## config.mk

```make
export PLATFORM = sky130hd
export DESIGN_NAME = rrip_pin_set
export DESIGN_NICKNAME = d
export VERILOG_FILES = /design/src/rtl/rrip_pin_pkg.sv /design/src/rtl/rrip_pin_ctrl.sv /design/src/rtl/rrip_pin_datapath.sv /design/src/rtl/rrip_pin_set.sv
export SDC_FILE = /design/constraint.sdc
export NUM_CORES = 1
export LEC_CHECK = 0
export ABC_CLOCK_PERIOD_IN_PS = 17850
export BUFFER_PORTS_ARGS = -buffer_cell sky130_fd_sc_hd__buf_2
export CORE_AREA = 2 2 122 124
export DETAILED_ROUTE_END_ITERATION = 12
export DIE_AREA = 0 0 124 126
export PLACE_DENSITY = 0.75
export SLEW_MARGIN = 30
export SYNTH_ARGS = -nofsm -noshare
export SYNTH_HDL_FRONTEND = slang
export SYNTH_HIERARCHICAL = 1
export SYNTH_SLANG_ARGS = --single-unit
```

## constraint.sdc

```tcl
create_clock -name clk -period 17.85 [get_ports clk]
set_input_delay 0.8925 -clock clk [delete_from_list [all_inputs] [get_ports clk]]
set_output_delay 0.8925 -clock clk [all_outputs]
set_load 0.05 [all_outputs]
```

## src/rtl/rrip_pin_pkg.sv

```systemverilog
package rrip_pin_pkg;

  typedef enum logic [1:0] {
    EV_RD_HIT  = 2'd0,
    EV_RD_MISS = 2'd1,
    EV_WR_HIT  = 2'd2,
    EV_WR_MISS = 2'd3
  } evt_e;

  localparam int SID_CPU     = 0;
  localparam int SID_SHADER  = 1;
  localparam int SID_COLOR   = 2;
  localparam int SID_DEPTH   = 3;
  localparam int SID_BLIT    = 4;
  localparam int SID_TEXTURE = 5;

  localparam logic [1:0] RRPV_FAR = 2'd3;
  localparam logic [1:0] RRPV_INS = 2'd2;

  // strobes from control to datapath
  typedef struct packed {
    logic       fill;
    logic       rdHit;
    logic       wrHit;
    logic       isWrite;
    logic       pinIt;
    logic       producer;
    logic       texRead;
    logic [1:0] bandRrpv;
  } strobe_t;

endpackage

```

## src/rtl/rrip_pin_ctrl.sv

```systemverilog
module rrip_pin_ctrl
  import rrip_pin_pkg::*;
#(
  parameter int NSTREAMS = 8,
  localparam int SID_W = $clog2(NSTREAMS)
) (
  input  logic                evtValid,
  input  logic [1:0]          evtType,
  input  logic [SID_W-1:0]    streamId,
  input  logic [NSTREAMS-1:0] wrHigh,
  input  logic                depthBypass,
  input  logic [1:0]          rdBand,
  input  logic                allPinned,
  output strobe_t             strobe,
  output logic                fillBypass
);

  logic isMiss, isWrite, wrAlloc, policyBypass, producer;

  always_comb begin
    isMiss  = evtValid && (evtType == EV_RD_MISS || evtType == EV_WR_MISS);
    isWrite = (evtType == EV_WR_HIT || evtType == EV_WR_MISS);

    case (int'(streamId))
      SID_SHADER, SID_COLOR, SID_BLIT: wrAlloc = 1'b1;
      SID_DEPTH:                       wrAlloc = !depthBypass;
      default:                         wrAlloc = 1'b0;
    endcase

    case (int'(streamId))
      SID_COLOR, SID_DEPTH, SID_BLIT: producer = 1'b1;
      default:                        producer = 1'b0;
    endcase

    policyBypass = (evtType == EV_WR_MISS) && !wrAlloc;
    fillBypass   = isMiss && (allPinned || policyBypass);

    strobe.fill     = isMiss && !fillBypass;
    strobe.rdHit    = evtValid && (evtType == EV_RD_HIT);
    strobe.wrHit    = evtValid && (evtType == EV_WR_HIT);
    strobe.isWrite  = isWrite;
    strobe.pinIt    = isWrite && wrHigh[streamId];
    strobe.producer = producer;
    strobe.texRead  = (int'(streamId) == SID_TEXTURE);

    case (rdBand)
      2'd0:    strobe.bandRrpv = 2'd3;
      2'd1:    strobe.bandRrpv = 2'd2;
      default: strobe.bandRrpv = 2'd0;
    endcase
  end

endmodule

```

## src/rtl/rrip_pin_datapath.sv

```systemverilog
module rrip_pin_datapath
  import rrip_pin_pkg::*;
#(
  parameter int WAYS = 16,
  localparam int WAY_W = $clog2(WAYS)
) (
  input  logic              clk,
  input  logic              rst,
  input  strobe_t           strobe,
  input  logic [WAY_W-1:0]  hitWay,
  output logic [WAY_W-1:0]  victimWay,
  output logic              allPinned,
  output logic [2*WAYS-1:0] rrpvVec,
  output logic [WAYS-1:0]   pinVec
);

  logic [1:0] rrpvQ [WAYS];
  logic       pinQ  [WAYS];
  logic [1:0] stQ   [WAYS];

  logic [1:0] maxUnp, ageBy;
  logic       anyUnp, found;
  logic [2:0] ageSum   [WAYS];
  logic       releaseW [WAYS];
  logic [1:0] agedRrpv [WAYS];
  logic [1:0] hitSt, hitStNext, hitRrpv;

  // victim search and aging
  always_comb begin
    maxUnp    = 2'd0;
    anyUnp    = 1'b0;
    found     = 1'b0;
    victimWay = '0;
    for (int i = 0; i < WAYS; i++) begin
      if (!pinQ[i]) begin
        anyUnp = 1'b1;
        if (rrpvQ[i] > maxUnp) maxUnp = rrpvQ[i];
      end
    end
    for (int i = 0; i < WAYS; i++) begin
      if (!found && !pinQ[i] && rrpvQ[i] == maxUnp) begin
        victimWay = WAY_W'(i);
        found     = 1'b1;
      end
    end
    allPinned = !anyUnp;
    ageBy     = RRPV_FAR - maxUnp;
    for (int i = 0; i < WAYS; i++) begin
      ageSum[i]   = {1'b0, rrpvQ[i]} + {1'b0, ageBy};
      releaseW[i] = pinQ[i] && (ageSum[i] >= 3'd3);
      agedRrpv[i] = releaseW[i] ? 2'(ageSum[i] - 3'd3) : ageSum[i][1:0];
    end
  end

  // hit-way state transitions
  always_comb begin
    hitSt = stQ[hitWay];
    if (strobe.texRead && hitSt != 2'b00)
      hitStNext = (hitSt == 2'b01) ? 2'b10 : 2'b11;
    else
      hitStNext = hitSt;
    hitRrpv = (strobe.texRead && hitSt != 2'b00) ? strobe.bandRrpv : 2'd0;
  end

  always_ff @(posedge clk) begin
    if (rst) begin
      for (int i = 0; i < WAYS; i++) begin
        rrpvQ[i] <= RRPV_FAR;
        pinQ[i]  <= 1'b0;
        stQ[i]   <= 2'b00;
      end
    end else begin
      if (strobe.fill) begin
        for (int i = 0; i < WAYS; i++) begin
          if (WAY_W'(i) == victimWay) begin
            rrpvQ[i] <= RRPV_INS;
            pinQ[i]  <= strobe.pinIt;
            stQ[i]   <= (strobe.isWrite && strobe.producer) ? 2'b01 : 2'b00;
          end else begin
            rrpvQ[i] <= agedRrpv[i];
            if (releaseW[i]) pinQ[i] <= 1'b0;
          end
        end
      end
      if (strobe.rdHit) begin
        pinQ[hitWay]  <= 1'b0;
        rrpvQ[hitWay] <= hitRrpv;
        stQ[hitWay]   <= hitStNext;
      end
      if (strobe.wrHit) begin
        rrpvQ[hitWay] <= 2'd0;
        if (strobe.pinIt)    pinQ[hitWay] <= 1'b1;
        if (strobe.producer) stQ[hitWay]  <= 2'b01;
      end
    end
  end

  for (genvar g = 0; g < WAYS; g++) begin : g_pack
    assign rrpvVec[2*g +: 2] = rrpvQ[g];
    assign pinVec[g]         = pinQ[g];
  end

endmodule

```

## src/rtl/rrip_pin_set.sv

```systemverilog
module rrip_pin_set
  import rrip_pin_pkg::*;
#(
  parameter int WAYS     = 16,
  parameter int NSTREAMS = 8,
  localparam int WAY_W = $clog2(WAYS),
  localparam int SID_W = $clog2(NSTREAMS)
) (
  input  logic                clk,
  input  logic                rst,
  input  logic                evtValid,
  input  logic [1:0]          evtType,
  input  logic [WAY_W-1:0]    hitWay,
  input  logic [SID_W-1:0]    streamId,
  input  logic [NSTREAMS-1:0] wrHigh,
  input  logic                depthBypass,
  input  logic [1:0]          rdBand,
  output logic [WAY_W-1:0]    victimWay,
  output logic                fillBypass
);

  strobe_t             strobe;
  logic                allPinned;
  logic [2*WAYS-1:0]   rrpvVec;
  logic [WAYS-1:0]     pinVec;

  rrip_pin_ctrl #(.NSTREAMS(NSTREAMS)) u_ctrl (
    .evtValid   (evtValid),
    .evtType    (evtType),
    .streamId   (streamId),
    .wrHigh     (wrHigh),
    .depthBypass(depthBypass),
    .rdBand     (rdBand),
    .allPinned  (allPinned),
    .strobe     (strobe),
    .fillBypass (fillBypass)
  );

  rrip_pin_datapath #(.WAYS(WAYS)) u_dp (
    .clk      (clk),
    .rst      (rst),
    .strobe   (strobe),
    .hitWay   (hitWay),
    .victimWay(victimWay),
    .allPinned(allPinned),
    .rrpvVec  (rrpvVec),
    .pinVec   (pinVec)
  );

endmodule

```

==> metrics.txt, run 1 <==
run status finished, final reports clean; unrepaired setup endpoints after global routing yes; Max H-tree Level 3; Clock Skews 6.852 ps; # clock sinks 80; FF-to-FF setup slack 1440 ps; Hold Path Class register to register; most used cell, CP ha_1; syn_nets 1101; CP arrival between 15000 and 20000 ps; mapped cell area between 8000 and 9000 um^2; Critical Path RT 16960 ps; Top Family by Delay on Critical Path simple AND/OR/NAND/NOR gates; crit-path max cell delay 490 ps; # rows 44; fin crit period 16830 ps; DRT antenna net count 0; DR WL met3 approximately 2.1 mm; fin area 9269 um^2; Avg Inst Size Synth around 8.6 um^2; Die Area 15620 um^2; # IOs 28; hold_ws 1002 ps; RePlAce Congestion 0.8778; Placed Instance Area 8602 um^2; CP max FO 8; Placement Setup Slack 91.18 ps; nets@finish 1130; PortBufs 27; Vias 7513; Syn Inst Count 969; Die Wd 124 um; period utilization 94.26%; Final setup violation count 0; Critical Path End Type output port; Hold Buf Count CTS 0; CTS tree yes; clk slew on worst S/H paths 60 ps; wire per inst about 19 um; Worst slew margin 40.03%; Via density 6.329; core area ~14000 um^2; first-pass GRT wire length between 30 and 40 mm; Area growth syn-to-layout 11.18%; GR Overflow Total 0; Residual DRC 0; pin count of the biggest net entering global routing just under 50; share of cells above drive strength 1 13.76%; CP bufs+invs 11; Starting Density 58.24%; antenna violations before repair 0; WL final 22.73 mm; Fmax achieved 0.05943 GHz; Worst Slack Setup Final 1024 ps; placed cells 1152; initial DRC count 826; worst skew pair latency 340 ps; Finished Layout Cells roughly 1200; max_cap viols 0; n_diodes 0; final-report hold violation count 0; Slowest-stage cell, CP or3b_2; Slew @ Worst Pin approximately 900 ps; vias in the first global route 6777; Routed met2 length approximately 10 mm; gr usage total 29.36%; nature of the critical path startpoint register; WL met1 10.05 mm; uppermost layer routed met4; CTS buffer count 9; DP Wirelength about 17 mm; CTS root buffer clkbuf_16; maximum clock insertion buffer count 2; final slew viol count 0; first-pass iteration count of the detailed router 6; Syn. warnings 6; Crit Path Class register to output port; DIE HEIGHT 126 um
## per-layer routing
metal / vias to the layer above / global-route usage (%)
li1: 3553 / -
met1: 3532 / 45.46
met2: 382 / 42.95
met3: 46 / 3.442
met4: 0 / 8.989
met5: - / 0
## timing repair
action	CTS	global route
endpoints found under the setup margin	3	93
gates cloned	0	1
pin swaps	1	8
buffers inserted	1	16
gates resized for setup	6	47
## layout make-up
class / instances / area (um^2)
fill: 1215 / 5045
sequential: 80 / 2402
timing repair buffer: 55 / 357.8
inverter: 87 / 326.6
multi-input combinational: 765 / 5672
tap: 184 / 230.2
clock buffer: 11 / 232.7
clock inverter: 5 / 47.55
## path summary, 6_finish.rpt
| check | startpoint | endpoint | cells past startpoint |
|---|---|---|---|
| setup / recovery | u_dp/pinQ[0]$_DFFE_PP_ | victimWay[1] | 87 |
| hold / removal | u_dp/rrpvQ[0][0]$_DFFE_PP_ | u_dp/rrpvQ[0][0]$_DFFE_PP_ | 4 |
| hold reg to reg | u_dp/rrpvQ[0][0]$_DFFE_PP_ | u_dp/rrpvQ[0][0]$_DFFE_PP_ | 4 |
| setup reg to reg | u_dp/pinQ[0]$_DFFE_PP_ | u_dp/pinQ[0]$_DFFE_PP_ | 88 |
## per-stage QoR
step,utilization (%),TNS [ps]
2_1_floorplan,-,0
6_report,64.76,0
3_5_place_dp,60.10,0
5_1_grt,64.76,-356.6
4_1_cts,62.32,0
3_3_place_gp,60.10,0
## worst min-delay path, cell delays in order (launching register included)
cell and delay [ps]:
edfxtp_1 370, ha_2 240, xor2_1 80, nand2_1 80, a22oi_1 60
## cell usage in the layout, fill, tap and decap left out, types with 7 or more instances in the layout
cell       count
buf_4         26
clkbuf_16      9
a31oi_1        8
mux2i_1        9
a41oi_1       10
edfxtp_1      80
mux4_2        10
inv_1         85
a21oi_1       85
a211o_1       10
ha_1          91
nand4_1        7
nor2_1       104
o21ai_0       50
nand3b_1      15
o21ai_1       14
a32oi_1        8
nor3_2         7
nor2b_1       27
nand3_1       18
buf_2         25
nand2_1      100
nor3_1        13
nand2b_1      25
fa_1          16
xnor2_1       11
## sequential cells by signal, indices dropped and copies added, names as in the netlist
| signal | count |
|---|---|
| u_dp/stQ | 32 |
| u_dp/pinQ | 16 |
| u_dp/rrpvQ | 32 |
Power of run 1 is left out: the tool's default activity adds up to more than one toggle a clock period on the data nets, which glitch-free logic cannot reach.
==> run 2, diff against run 1 <==
- ABC_AREA: unset -> 1
- CORE_AREA: 2 2 122 124 -> 2 2 118 120
- DIE_AREA: 0 0 124 126 -> 0 0 120 122
- PLACE_DENSITY: 0.75 -> 0.79
- REMOVE_ABC_BUFFERS: unset -> 1
==> run 2 against run 1 <==
Effect of this change:
- clock skew fell by 3.6 ps
- first-iteration DRC count up 0.85%
- area after synthesis down 0.80%
==> metrics.txt, run 2 <==
run status finished, final reports clean; Die Wd 120 um (-3.2%); Finished Layout Cells 1331 (+12%); DRT antenna net count 0 (unchanged); vias in the first global route 7166 (+5.7%); final slew viol count 0 (unchanged); max_cap viols 0 (unchanged); Via density 5.796 (-8.4%); Syn. warnings 6 (unchanged); Slowest-stage cell, CP edfxtp_1; n_diodes 0 (unchanged); commonest non-fill, non-tap cell in the layout nand2_1; Critical Path End Type output port; period utilization 91.15% (-3.1 points); Avg Inst Size Synth 7.384 um^2 (-14%); Worst slew margin 34.33% (-5.7 points); commonest non-fill, non-tap cells in the layout nand2_1 (223), inv_1 (213), nor2_1 (124); initial DRC count 833 (+0.85%); clk slew on worst S/H paths 60 ps (about the same); final-report hold violation count 0 (unchanged); Residual DRC 0 (unchanged); Vias 7714 (+2.7%); gr usage total 30.55% (+1.2 points); fin crit period 16270 ps (-555.7 ps); Critical Path RT 16960 ps (about the same); mapped cell area 8270 um^2 (-0.80%); share of cells above drive strength 1 8.949% (-4.8 points); crit path from u_dp/pinQ[0]$_DFFE_PP_; WL final 21.93 mm (-3.5%); DP Wirelength 16.13 mm (-3.7%); HP Start u_dp/pinQ[7]$_DFFE_PP_; Clock Skews 3.288 ps (-3.565 ps); pin count of the biggest net entering global routing 35 (-29%); Worst Slack Setup Final 1580 ps (+555.7 ps); Hold Buf Count CTS 0 (unchanged); CTS tree yes; reg2reg start u_dp/pinQ[0]$_DFFE_PP_; most used cell, CP inv_1; worst skew pair latency 340 ps (about the same); first-pass iteration count of the detailed router 6 (unchanged); CP arrival 15380 ps (-550 ps); Fmax achieved 0.06146 GHz (+3.4%); nature of the critical path startpoint register; register area 2402 um^2 (unchanged); maximum clock insertion buffer count 2 (unchanged); Syn Inst Count 1120 (+16%); biggest regs u_dp/rrpvQ x32, u_dp/stQ x32, u_dp/pinQ x16; # Post-CTS Setup Buffers 0 (-1); CTS root buffer clkbuf_16; Placement Setup Slack 1688 ps (+1597 ps); # clock sinks 80 (unchanged); Setup TNS 0 ps (unchanged); # IOs 28 (unchanged); placed cells 1315 (+14%); Area growth syn-to-layout 7.685%; # rows 43 (-2.3%); Crit Path Class register to output port; Starting Density 61.24% (+3.0 points); GR Overflow Total 0 (unchanged); RePlAce Congestion 0.9161 (+4.4%); fin area 8906 um^2 (-3.9%); footprint of the multi-input gates 4957 um^2 (-13%); PortBufs 27 (unchanged); nets@finish 1278 (+13%); CTS buffer count 9 (unchanged); Placed Instance Area 8596 um^2 (about the same); crit-path max cell delay 410 ps (-80 ps); Hold Path Class register to register; CP max FO 14 (+6); Slew @ Worst Pin 982.3 ps (+82.70 ps); Max H-tree Level 3 (unchanged); DIE HEIGHT 122 um (-3.2%); wire per inst 16.48 um (-14%); Final setup violation count 0 (unchanged); first-pass GRT wire length 34.78 mm (-2.9%); core area 13500 um^2 (-5.7%); Die Area 14640 um^2 (-6.3%); # fillers 1191 (-2.0%); antenna violations before repair 0 (unchanged)
==> run 2: changes by cell type in the layout (fill, tap and decap cells not counted), sizes merged, moves of 17 or more <==
cell / delta
inv: +138
a21oi: -69
buf: -21
nand4: +17
nor2b: -27
a22oi: +20
nand3: +69
nand2: +127
nor2: +30
nand2b: -25
==> run 2: critical path: cells and delay by family (launching register included) <==
kind | cells | cell delay [ps]
compound gates | 2 | 250
flops | 1 | 410
buf+inv | 41 | 2660
fa+ha+maj | 16 | 4150
simple gates | 71 | 7490
==> run 2: path summary, 6_finish.rpt <==
| check | endpoint | slack [ps] | cells after the start |
|---|---|---|---|
| max | victimWay[1] | 1580 | 130 |
| min | u_dp/rrpvQ[7][1]$_DFFE_PP_ | 870 | 2 |
| max reg2reg | u_dp/rrpvQ[0][0]$_DFFE_PP_ | 2410 | 134 |
| min reg2reg | u_dp/rrpvQ[7][1]$_DFFE_PP_ | 870 | 2 |
==> run 2: per-stage QoR <==
stage               util, %  hold slack [ps]
floorplan                 -            706.2
global placement      63.65            846.3
detailed placement    63.65            841.5
CTS                   65.72            855.7
global route          65.95            913.1
finish                65.95            872.0
==> run 2: per-layer routing <==
layer | share of wire, % | vias to the layer above | track usage [%]
li1 | - | 3775 | -
met1 | 41 | 3484 | 39.44
met2 | 45 | 388 | 49.75
met3 | 9.3 | 67 | 5.571
met4 | 4.4 | 0 | 14.63
met5 | 0 | - | 0
==> run 2: area by class of cell <==
| type | instances | area share, % |
|---|---|---|
| multi-input cells | 794 | 55.66 |
| flip-flops and latches | 80 | 26.97 |
| inverters | 228 | 9.609 |
| clock buffers | 10 | 2.571 |
| well taps | 180 | 2.529 |
| repair buffers | 33 | 2.093 |
| clock inverters | 6 | 0.5620 |
==> run 2: repair_timing <==
| item | 4_1_cts | 5_1_grt |
|---|---|---|
| endpoints found under the setup margin | 0 | 4 |
| gates resized for setup | 0 | 7 |
| hold endpoints to repair | 0 | 0 |
Power of run 2 is left out for the same reason.
